`src/rtl/qenc_pkg.sv`:
```
`timescale 1ns/1ps
package qenc_pkg;

    localparam int CTRL_W = 6;

    localparam logic [1:0] ADDR_CTRL   = 2'd0;
    localparam logic [1:0] ADDR_MAX    = 2'd1;
    localparam logic [1:0] ADDR_POS    = 2'd2;
    localparam logic [1:0] ADDR_ERRCLR = 2'd3;

    typedef struct packed {
        logic       vel_dis;
        logic [1:0] pdec;
        logic [2:0] mode;
    } ctrl_t;

    // exactly one of the two low mode bits set means a running mode
    function automatic logic mode_active(input logic [2:0] m);
        return m[1] ^ m[0];
    endfunction

    function automatic logic mode_quad(input logic [2:0] m);
        return m[2];
    endfunction

    function automatic logic mode_index(input logic [2:0] m);
        return m[0];
    endfunction

endpackage

```
`src/rtl/qenc_sync.sv`:
```
`timescale 1ns/1ps
module qenc_sync #(
    parameter int W = 3
) (
    input  logic         clk,
    input  logic         rst_n,
    input  logic [W-1:0] d,
    output logic [W-1:0] q
);
    for (genvar i = 0; i < W; i++) begin : g_bit
        logic [1:0] st_d, st_q;

        always_comb st_d = {st_q[0], d[i]};

        always_ff @(posedge clk or negedge rst_n) begin
            if (!rst_n) st_q <= '0;
            else        st_q <= st_d;
        end

        assign q[i] = st_q[1];
    end
endmodule

```
`src/rtl/qenc_edge.sv`:
```
`timescale 1ns/1ps
module qenc_edge (
    input  logic clk,
    input  logic rst_n,
    input  logic a,
    input  logic b,
    input  logic idx,
    input  logic quad,
    output logic step,
    output logic up,
    output logic idx_rise
);
    typedef struct packed {
        logic a;
        logic b;
        logic idx;
    } prev_t;

    prev_t prev_d, prev_q;
    logic  a_chg, b_chg;

    always_comb begin
        prev_d   = '{a: a, b: b, idx: idx};
        a_chg    = a ^ prev_q.a;
        b_chg    = b ^ prev_q.b;
        // a single-phase change is valid; both at once is rejected
        step     = quad ? (a_chg ^ b_chg) : (a_chg & ~b_chg);
        up       = a_chg ? (a ^ b) : ~(a ^ b);
        idx_rise = idx & ~prev_q.idx;
    end

    always_ff @(posedge clk or negedge rst_n) begin
        if (!rst_n) prev_q <= '0;
        else        prev_q <= prev_d;
    end
endmodule

```
`src/rtl/qenc_vel.sv`:
```
`timescale 1ns/1ps
module qenc_vel #(
    parameter int PRE_W = 6
) (
    input  logic       clk,
    input  logic       rst_n,
    input  logic       en,
    input  logic       step,
    input  logic [1:0] pdec,
    output logic       pulse
);
    typedef struct packed {
        logic [PRE_W-1:0] cnt;
        logic             pulse;
    } vel_t;

    vel_t             v_d, v_q;
    logic [PRE_W-1:0] lim;

    always_comb begin
        // ratio 4**pdec, terminal value = ratio - 1
        for (int i = 0; i < PRE_W; i++) lim[i] = (i < 2 * int'(pdec));
        v_d       = v_q;
        v_d.pulse = 1'b0;
        if (!en) begin
            v_d.cnt = '0;
        end else if (step) begin
            if (v_q.cnt == lim) begin
                v_d.cnt   = '0;
                v_d.pulse = 1'b1;
            end else begin
                v_d.cnt = v_q.cnt + 1'b1;
            end
        end
    end

    always_ff @(posedge clk or negedge rst_n) begin
        if (!rst_n) v_q <= '0;
        else        v_q <= v_d;
    end

    assign pulse = v_q.pulse;
endmodule

```
`src/rtl/qenc_counter.sv`:
```
`timescale 1ns/1ps
module qenc_counter
    import qenc_pkg::*;
#(
    parameter int CNT_W = 16,
    parameter int PRE_W = 6
) (
    input  logic             clk,
    input  logic             rst_n,
    input  logic             pha_i,
    input  logic             phb_i,
    input  logic             idx_i,
    input  logic             cap_req_i,
    input  logic             wr_en_i,
    input  logic [1:0]       addr_i,
    input  logic [CNT_W-1:0] wdata_i,
    output logic [CNT_W-1:0] rdata_o,
    output logic [CNT_W-1:0] pos_o,
    output logic             dir_o,
    output logic             err_o,
    output logic             vel_pulse_o,
    output logic             cap_en_o
);
    localparam logic [CNT_W-1:0] CNT_TOP = {CNT_W{1'b1}};

    typedef struct packed {
        ctrl_t            ctrl;
        logic [CNT_W-1:0] maxc;
        logic [CNT_W-1:0] pos;
        logic             dir;
        logic             err;
    } st_t;

    st_t        st_d, st_q;
    logic [2:0] sync_q;
    logic       step, up, idx_rise;
    logic       active, counting, roll;

    // signals exposed to the bound checker
    logic [2:0]       mode_cur;
    logic             vel_off;
    logic [CNT_W-1:0] max_cur;

    qenc_sync #(.W(3)) u_sync (
        .clk   (clk),
        .rst_n (rst_n),
        .d     ({idx_i, phb_i, pha_i}),
        .q     (sync_q)
    );

    qenc_edge u_edge (
        .clk      (clk),
        .rst_n    (rst_n),
        .a        (sync_q[0]),
        .b        (sync_q[1]),
        .idx      (sync_q[2]),
        .quad     (mode_quad(st_q.ctrl.mode)),
        .step     (step),
        .up       (up),
        .idx_rise (idx_rise)
    );

    qenc_vel #(.PRE_W(PRE_W)) u_vel (
        .clk   (clk),
        .rst_n (rst_n),
        .en    (active & ~st_q.ctrl.vel_dis),
        .step  (counting),
        .pdec  (st_q.ctrl.pdec),
        .pulse (vel_pulse_o)
    );

    always_comb begin
        st_d     = st_q;
        roll     = 1'b0;
        active   = mode_active(st_q.ctrl.mode);
        counting = active & step;

        if (counting) st_d.dir = up;

        if (active && mode_index(st_q.ctrl.mode) && idx_rise) begin
            st_d.pos = '0;
        end else if (counting) begin
            if (up) begin
                if (mode_index(st_q.ctrl.mode) ? (st_q.pos == CNT_TOP)
                                               : (st_q.pos == st_q.maxc)) begin
                    st_d.pos = '0;
                    roll     = 1'b1;
                end else begin
                    st_d.pos = st_q.pos + 1'b1;
                end
            end else begin
                if (st_q.pos == '0) begin
                    st_d.pos = mode_index(st_q.ctrl.mode) ? CNT_TOP : st_q.maxc;
                    roll     = 1'b1;
                end else begin
                    st_d.pos = st_q.pos - 1'b1;
                end
            end
        end

        if (wr_en_i) begin
            case (addr_i)
                ADDR_CTRL:   st_d.ctrl = ctrl_t'(wdata_i[CTRL_W-1:0]);
                ADDR_MAX:    st_d.maxc = wdata_i;
                ADDR_POS:    st_d.pos  = wdata_i;
                default:     st_d.err  = 1'b0;
            endcase
        end
        if (roll) st_d.err = 1'b1;
    end

    always_ff @(posedge clk or negedge rst_n) begin
        if (!rst_n) st_q <= '0;
        else        st_q <= st_d;
    end

    always_comb begin
        case (addr_i)
            ADDR_CTRL: rdata_o = CNT_W'({st_q.err, st_q.dir, st_q.ctrl});
            ADDR_MAX:  rdata_o = st_q.maxc;
            ADDR_POS:  rdata_o = st_q.pos;
            default:   rdata_o = '0;
        endcase
    end

    assign pos_o    = st_q.pos;
    assign dir_o    = st_q.dir;
    assign err_o    = st_q.err;
    assign cap_en_o = cap_req_i & ~active;
    assign mode_cur = st_q.ctrl.mode;
    assign vel_off  = st_q.ctrl.vel_dis;
    assign max_cur  = st_q.maxc;
endmodule

```
`config.mk`:
```
export PLATFORM = sky130hd
export DESIGN_NAME = qenc_counter
export DESIGN_NICKNAME = d
export VERILOG_FILES = /design/src/rtl/qenc_pkg.sv /design/src/rtl/qenc_sync.sv /design/src/rtl/qenc_edge.sv /design/src/rtl/qenc_vel.sv /design/src/rtl/qenc_counter.sv
export SDC_FILE = /design/constraint.sdc
export NUM_CORES = 1
export LEC_CHECK = 0
export BUFFER_PORTS_ARGS = -buffer_cell sky130_fd_sc_hd__buf_2
export CAP_MARGIN = 20
export CORE_MARGIN = 2
export CORE_UTILIZATION = 52
export CTS_BUF_LIST = sky130_fd_sc_hd__clkbuf_8
export DETAILED_ROUTE_END_ITERATION = 7
export PLACE_DENSITY_LB_ADDON = 0.25
export SYNTH_ARGS = -nofsm -noshare
export SYNTH_HDL_FRONTEND = slang
export SYNTH_SLANG_ARGS = --single-unit
```
`constraint.sdc`:
```
create_clock -name clk -period 2.1 [get_ports clk]
set_input_delay 0 -clock clk [delete_from_list [all_inputs] [get_ports clk]]
set_output_delay 0 -clock clk [all_outputs]
set_load 0.05 [all_outputs]
```
# Yosys cells after proc, flatten, opt, wreduce, memory -nomap -nowiden
# Cells that the tools add are included.
# W data, S select, Z words.
word_totals:
  regBits: 56
  output_inout_bits: 36
  word_cells: 80
classes:
  add_sub_neg: 3
  magnitude_cmp: 6
  n_eq_ne: 7
  n_mux: 25
  n_bitwise: 15
  reduce_logical: 9
ops:
  columns: ["op", "count"]
  rows:
  - ["$mux W16", 8]
  - ["$pmux W16 S3", 1]
  - ["$add A16 B1 Y16 const B", 1]
  - ["$eq A16 B16 Y1", 1]
  - ["$eq A16 B16 Y1 const B", 1]
  - ["$logic_not A16 Y1", 1]
  - ["$sub A16 B1 Y16 const B", 1]
  - ["$mux W1", 13]
  - ["$mux W6", 2]
  - ["$mux W7", 1]
  - ["$add A6 B1 Y6 const B", 1]
  - ["$eq A6 B6 Y1", 1]
  - ["$lt A1 B3 Y1 const A", 2]
  - ["$lt A2 B3 Y1 const A", 2]
  - ["$lt A3 B3 Y1 const A", 2]
  - ["$reduce_and A2 Y1", 3]
  - ["$and A1 B1 Y1", 5]
  - ["$not A1 Y1", 5]
  - ["$xor A1 B1 Y1", 5]
  - ["$reduce_or A3 Y1", 1]
  - ["$eq A2 B1 Y1 const B", 1]
  - ["$eq A2 B2 Y1 const B", 1]
  - ["$logic_and A1 B1 Y1", 2]
  - ["$logic_not A2 Y1", 1]
  - ["3 further kinds", 3]

# Logic depth before layout (Yosys ltp)
depth:
  depth_word: 9
  ltp_mapped: 10
  depth_no_buf: 8

# By module
# A second synthesis with hierarchy kept.
unflattened:
  hier_cells: 493
  area_unflattened_um2: 4212.8
modules_own_cells:
  columns: ["module", "instances", "cells_each", "area_each_um2", "seq_area_each_um2"]
  rows:
  - ["qenc_counter", 1, 427, 3460.8, 1001.0]
  - ["qenc_vel", 1, 47, 445.4, 175.2]
  - ["qenc_sync", 1, 9, 172.7, 150.1]
  - ["qenc_edge", 1, 10, 133.9, 75.1]

# Least setup slack after synthesis
# OpenSTA, ideal clock, no wires.
synth_timing:
  path_kind: "register -> register"
  startpoint: "reg st_q, in the netlist pos_o[0]"
  endpoint: "reg st_q, in the netlist pos_o[10]"
  arrival_ns: 2.082
  required_ns: 1.969
  slack_ns: -0.113
  stages_incl_launch_ff: 7
  path_buffers: 0
  synth_period_minus_slack_ns: 2.213
  path_cell_list: "dfrtp_1 -> xor2_1 -> or4_1 -> a32o_2 -> o41ai_4 -> a211oi_1 -> or3_1"
synth_lines:
  columns: ["element", "line", "rtl"]
  rows:
  - ["from (decl)", "qenc_counter.sv:34", "st_t st_d, st_q;"]
  - ["from (signal assigned)", "qenc_counter.sv:114", "else st_q <= st_d;"]

==> impl_metrics.csv <==
group,metric,value,unit
outcome,status,"finished, violations left",
outcome,violations,"setup timing",
floorplan,dieWidth,93.9,um
placement,io_buffers,60,
global_route,grt_pass1_vias,4398,
synth,synth_seq_area_share,33.3,%
timing,tightestPinTransition,0.711,ns
synth,yosysWarnings,0,
synth,avgSynthCellArea,8.71,um2
setup_path,cp.required,2.32,ns
clock_tree,path_clk_slew,0.12,ns
power,pwr-share-clk,9.5,%
setup_path,start_kind,"register",
hold_path,hold_end,"err_o",
placement,place_congestion,1.01,
floorplan,io_pins,61,
power,irDropWorstVdd,0.640,mV
clock_tree,clockRootBuffer,"clkbuf_8",
detailed_routing,wirelength,14.6,mm
power,power,6.78,mW
clock_tree,cts_made_buffers,5,
setup_path,critPathKind,"reg -> reg",
clock_tree,clkSinkCount,56,
global_route,grt_first_pass_wirelength,22.9,mm
timing,hold_viol_final,0,
power,p_per_area,1180,nW/um2
timing,slew_headroom,52.6,%
detailed_routing,vias,4620,
setup_path,r2r-start,"pos_o[0]",
hold_path,hold_path_class,"in -> reg",
timing,finalClockSkew,0.0130,ns
power,seq_power_share,25.2,%
synth,netlist_instances,483,
layout,n_antenna_cell,0,
clock_tree,cts_buffer_depth,2,
detailed_routing,wl_per_cell,19.9,um
placement,dp_hpwl,10.4,mm
layout,area_growth,36.4,%
floorplan,initial_core_util,54.1,%
hold_path,hold_start,"wr_en_i",
placement,dp_slack,-0.278,ns
timing,rsz0062_at_grt,"true",
setup_path,cp_max_fo,4,
layout,layout_commonest_cell,"buf_4",
detailed_routing,viasPerCell,6.28,
detailed_routing,drc,0,
synth,netlist_area,4210,um2
power,p_int,3.35,mW
timing,fmax,422,MHz
detailed_routing,postRouteAntennaNets,0,
synth,ys.flop_type,"dfrtp_1",
clock_tree,cts_max_level,2,
job,max_cap_viol_count,0,
detailed_routing,drtIter0Drc,375,
global_route,grt_overflow,0,
clock_tree,cts_tree,"built",
floorplan,die_h,93.9,um
clock_tree,worstSkewPairLatency,0.33,ns
synth,synthDistinctLibCells,70,
layout,drive_above_1_share,38.6,%
timing,finalMaxSlewViolations,0,
floorplan,core_area,7770,um2
power,p_comb_share,65.2,%
hold_path,worst_hold_path.num_cells,4,
timing,fin_crit,2.37,ns
synth,synth_edf_count,0,
setup_path,critical_path.endpoint_type,"register",
setup_path,arrival,2.59,ns
power,netSwitchingPower,3.43,mW
synth,syn_nets,514,
setup_path,reg2reg_to,"pos_o[1]",
global_route,grt.total_usage,33.6,%
global_route,antenna_found_initial,0,
power,switching_share,50.5,%
synth,async_reset_ff_share,100,%
setup_path,r2r_slack,-0.27,ns
timing,fin_hold_ws,0.0209,ns
timing,fin_ws,-0.271,ns
detailed_routing,first_pass_iters,5,
synth,ys_ff_latch,56,
timing,setup_viol,18,
setup_path,worstRegToRegCells,7,
power,p_leak,2.57,nW
floorplan,die_area,8820,um2
layout,nNetsFinal,664,
timing,timing.setup.tns,-3.12,ns
floorplan,fp-row-count,32,
global_route,grt_max_degree,30,
timing,period_share,113,%
layout,fillers,598,
layout,layout_common_cells,"110 x buf_4, 60 x buf_2, 55 x dfrtp_1",
registers in the layout (all words and copies together) (netlist names):
register	count
u_vel.v_q	6
max_cur	16
dir_o	1
u_vel.pulse	1
err_o	1
u_sync.g_bit.st_q	6
mode_cur	3
st_q	2
pos_o	16
u_edge.prev_q	3
vel_off	1
stage by stage:
step	utilization, %	cell area (um2)	std cells
detailed placement	66.5	5170	698
finish	73.9	5740	736
global route	73.9	5740	736
global placement	66.5	5170	698
floorplan	-	4230	483
CTS	71.9	5590	732
Yosys cell counts (7+ instances only):
cell type | instances | area (um2)
xnor2_1 | 13 | 114
o21ai_0 | 27 | 135
nand2_1 | 47 | 176
mux2_2 | 20 | 225
nand3_1 | 20 | 100
inv_1 | 7 | 26.3
buf_4 | 16 | 120
a22o_1 | 14 | 123
buf_2 | 11 | 55.1
clkbuf_1 | 21 | 78.8
dfrtp_1 | 56 | 1400
or3_1 | 9 | 56.3
nor2_1 | 27 | 101
a21o_1 | 8 | 60.1
nor3_1 | 19 | 95.1
nand4_1 | 8 | 50.1
mux2i_1 | 9 | 90.1
a21oi_1 | 15 | 75.1
nor4_1 | 9 | 56.3
xor2_1 | 16 | 140
metal layers:
layer  up-vias  share of wire, %  global-route usage (%)
met5         -                 0                       0
met4         0               3.4                    11.7
met1      2243                41                    45.5
met3        54               7.6                    5.14
met2       252                48                    54.6
li1       2071                 -                       -
area by class of cell:
class	instances	area (um2)	share of cell area, %
Clock buffer	5	68.8	1.20
Clock inverter	3	26.3	0.458
Inverter	7	26.3	0.458
Multi-Input combinational cell	367	2670	46.6
Sequential cell	56	1400	24.4
Tap cell	102	128	2.22
Timing Repair Buffer	196	1410	24.6
worst max-delay path, stage by stage, from the launching register on:
cell and delay (ns):
dfrtp_1 0.41, xor2_1 0.18, or4_1 0.39, a32o_2 0.32, o41ai_4 0.39, buf_4 0.19
o21ai_1 0.07, a221o_1 0.32
power groups by stage:
stage	logic, mW	registers, mW	clock network, mW
6_report	4.42	1.71	0.647
3_3_place_gp	3.98	1.67	0
4_1_cts	4.20	1.68	0.677
5_1_grt	4.70	1.74	0.706
3_5_place_dp	4.05	1.69	0
2_1_floorplan	2.85	1.61	0
how the worst max path moves through the flow:
stage	start	endpoint	slack (ns)
2_1_floorplan	mode_cur[0]	pos_o[14]	-0.06
3_5_place_dp	mode_cur[0]	pos_o[7]	-0.28
6_report	pos_o[0]	pos_o[1]	-0.27
4_1_cts	pos_o[5]	pos_o[1]	-0.22
5_1_grt	pos_o[0]	pos_o[1]	-0.30
3_3_place_gp	mode_cur[0]	pos_o[0]	-0.23
what timing repair did:
item / in CTS / in global routing
gates cloned: 0 / 0
gates resized for setup: 13 / 25
endpoints found under the hold margin: 67 / 0
setup endpoints to repair: 22 / 22
hold buffers: 20 / 0
pin swaps: 9 / 15
setup buffers: 6 / 4
cell families (layout without fill, tap and decap cells):
family / count (synthesis) / in the layout / synth area share, %
AO/OA/AOI/OAI: 126 / 126 / 21.7
buffers and inverters: 60 / 211 / 7.47
flip-flops: 56 / 56 / 33.3
multiplexers: 29 / 29 / 7.50
XOR/XNOR: 29 / 29 / 6.04
adder cells (fa/ha/maj): 6 / 6 / 1.79
AND/OR/NAND/NOR: 177 / 177 / 22.2
Note: power is estimated with default switching activity, not from simulation.
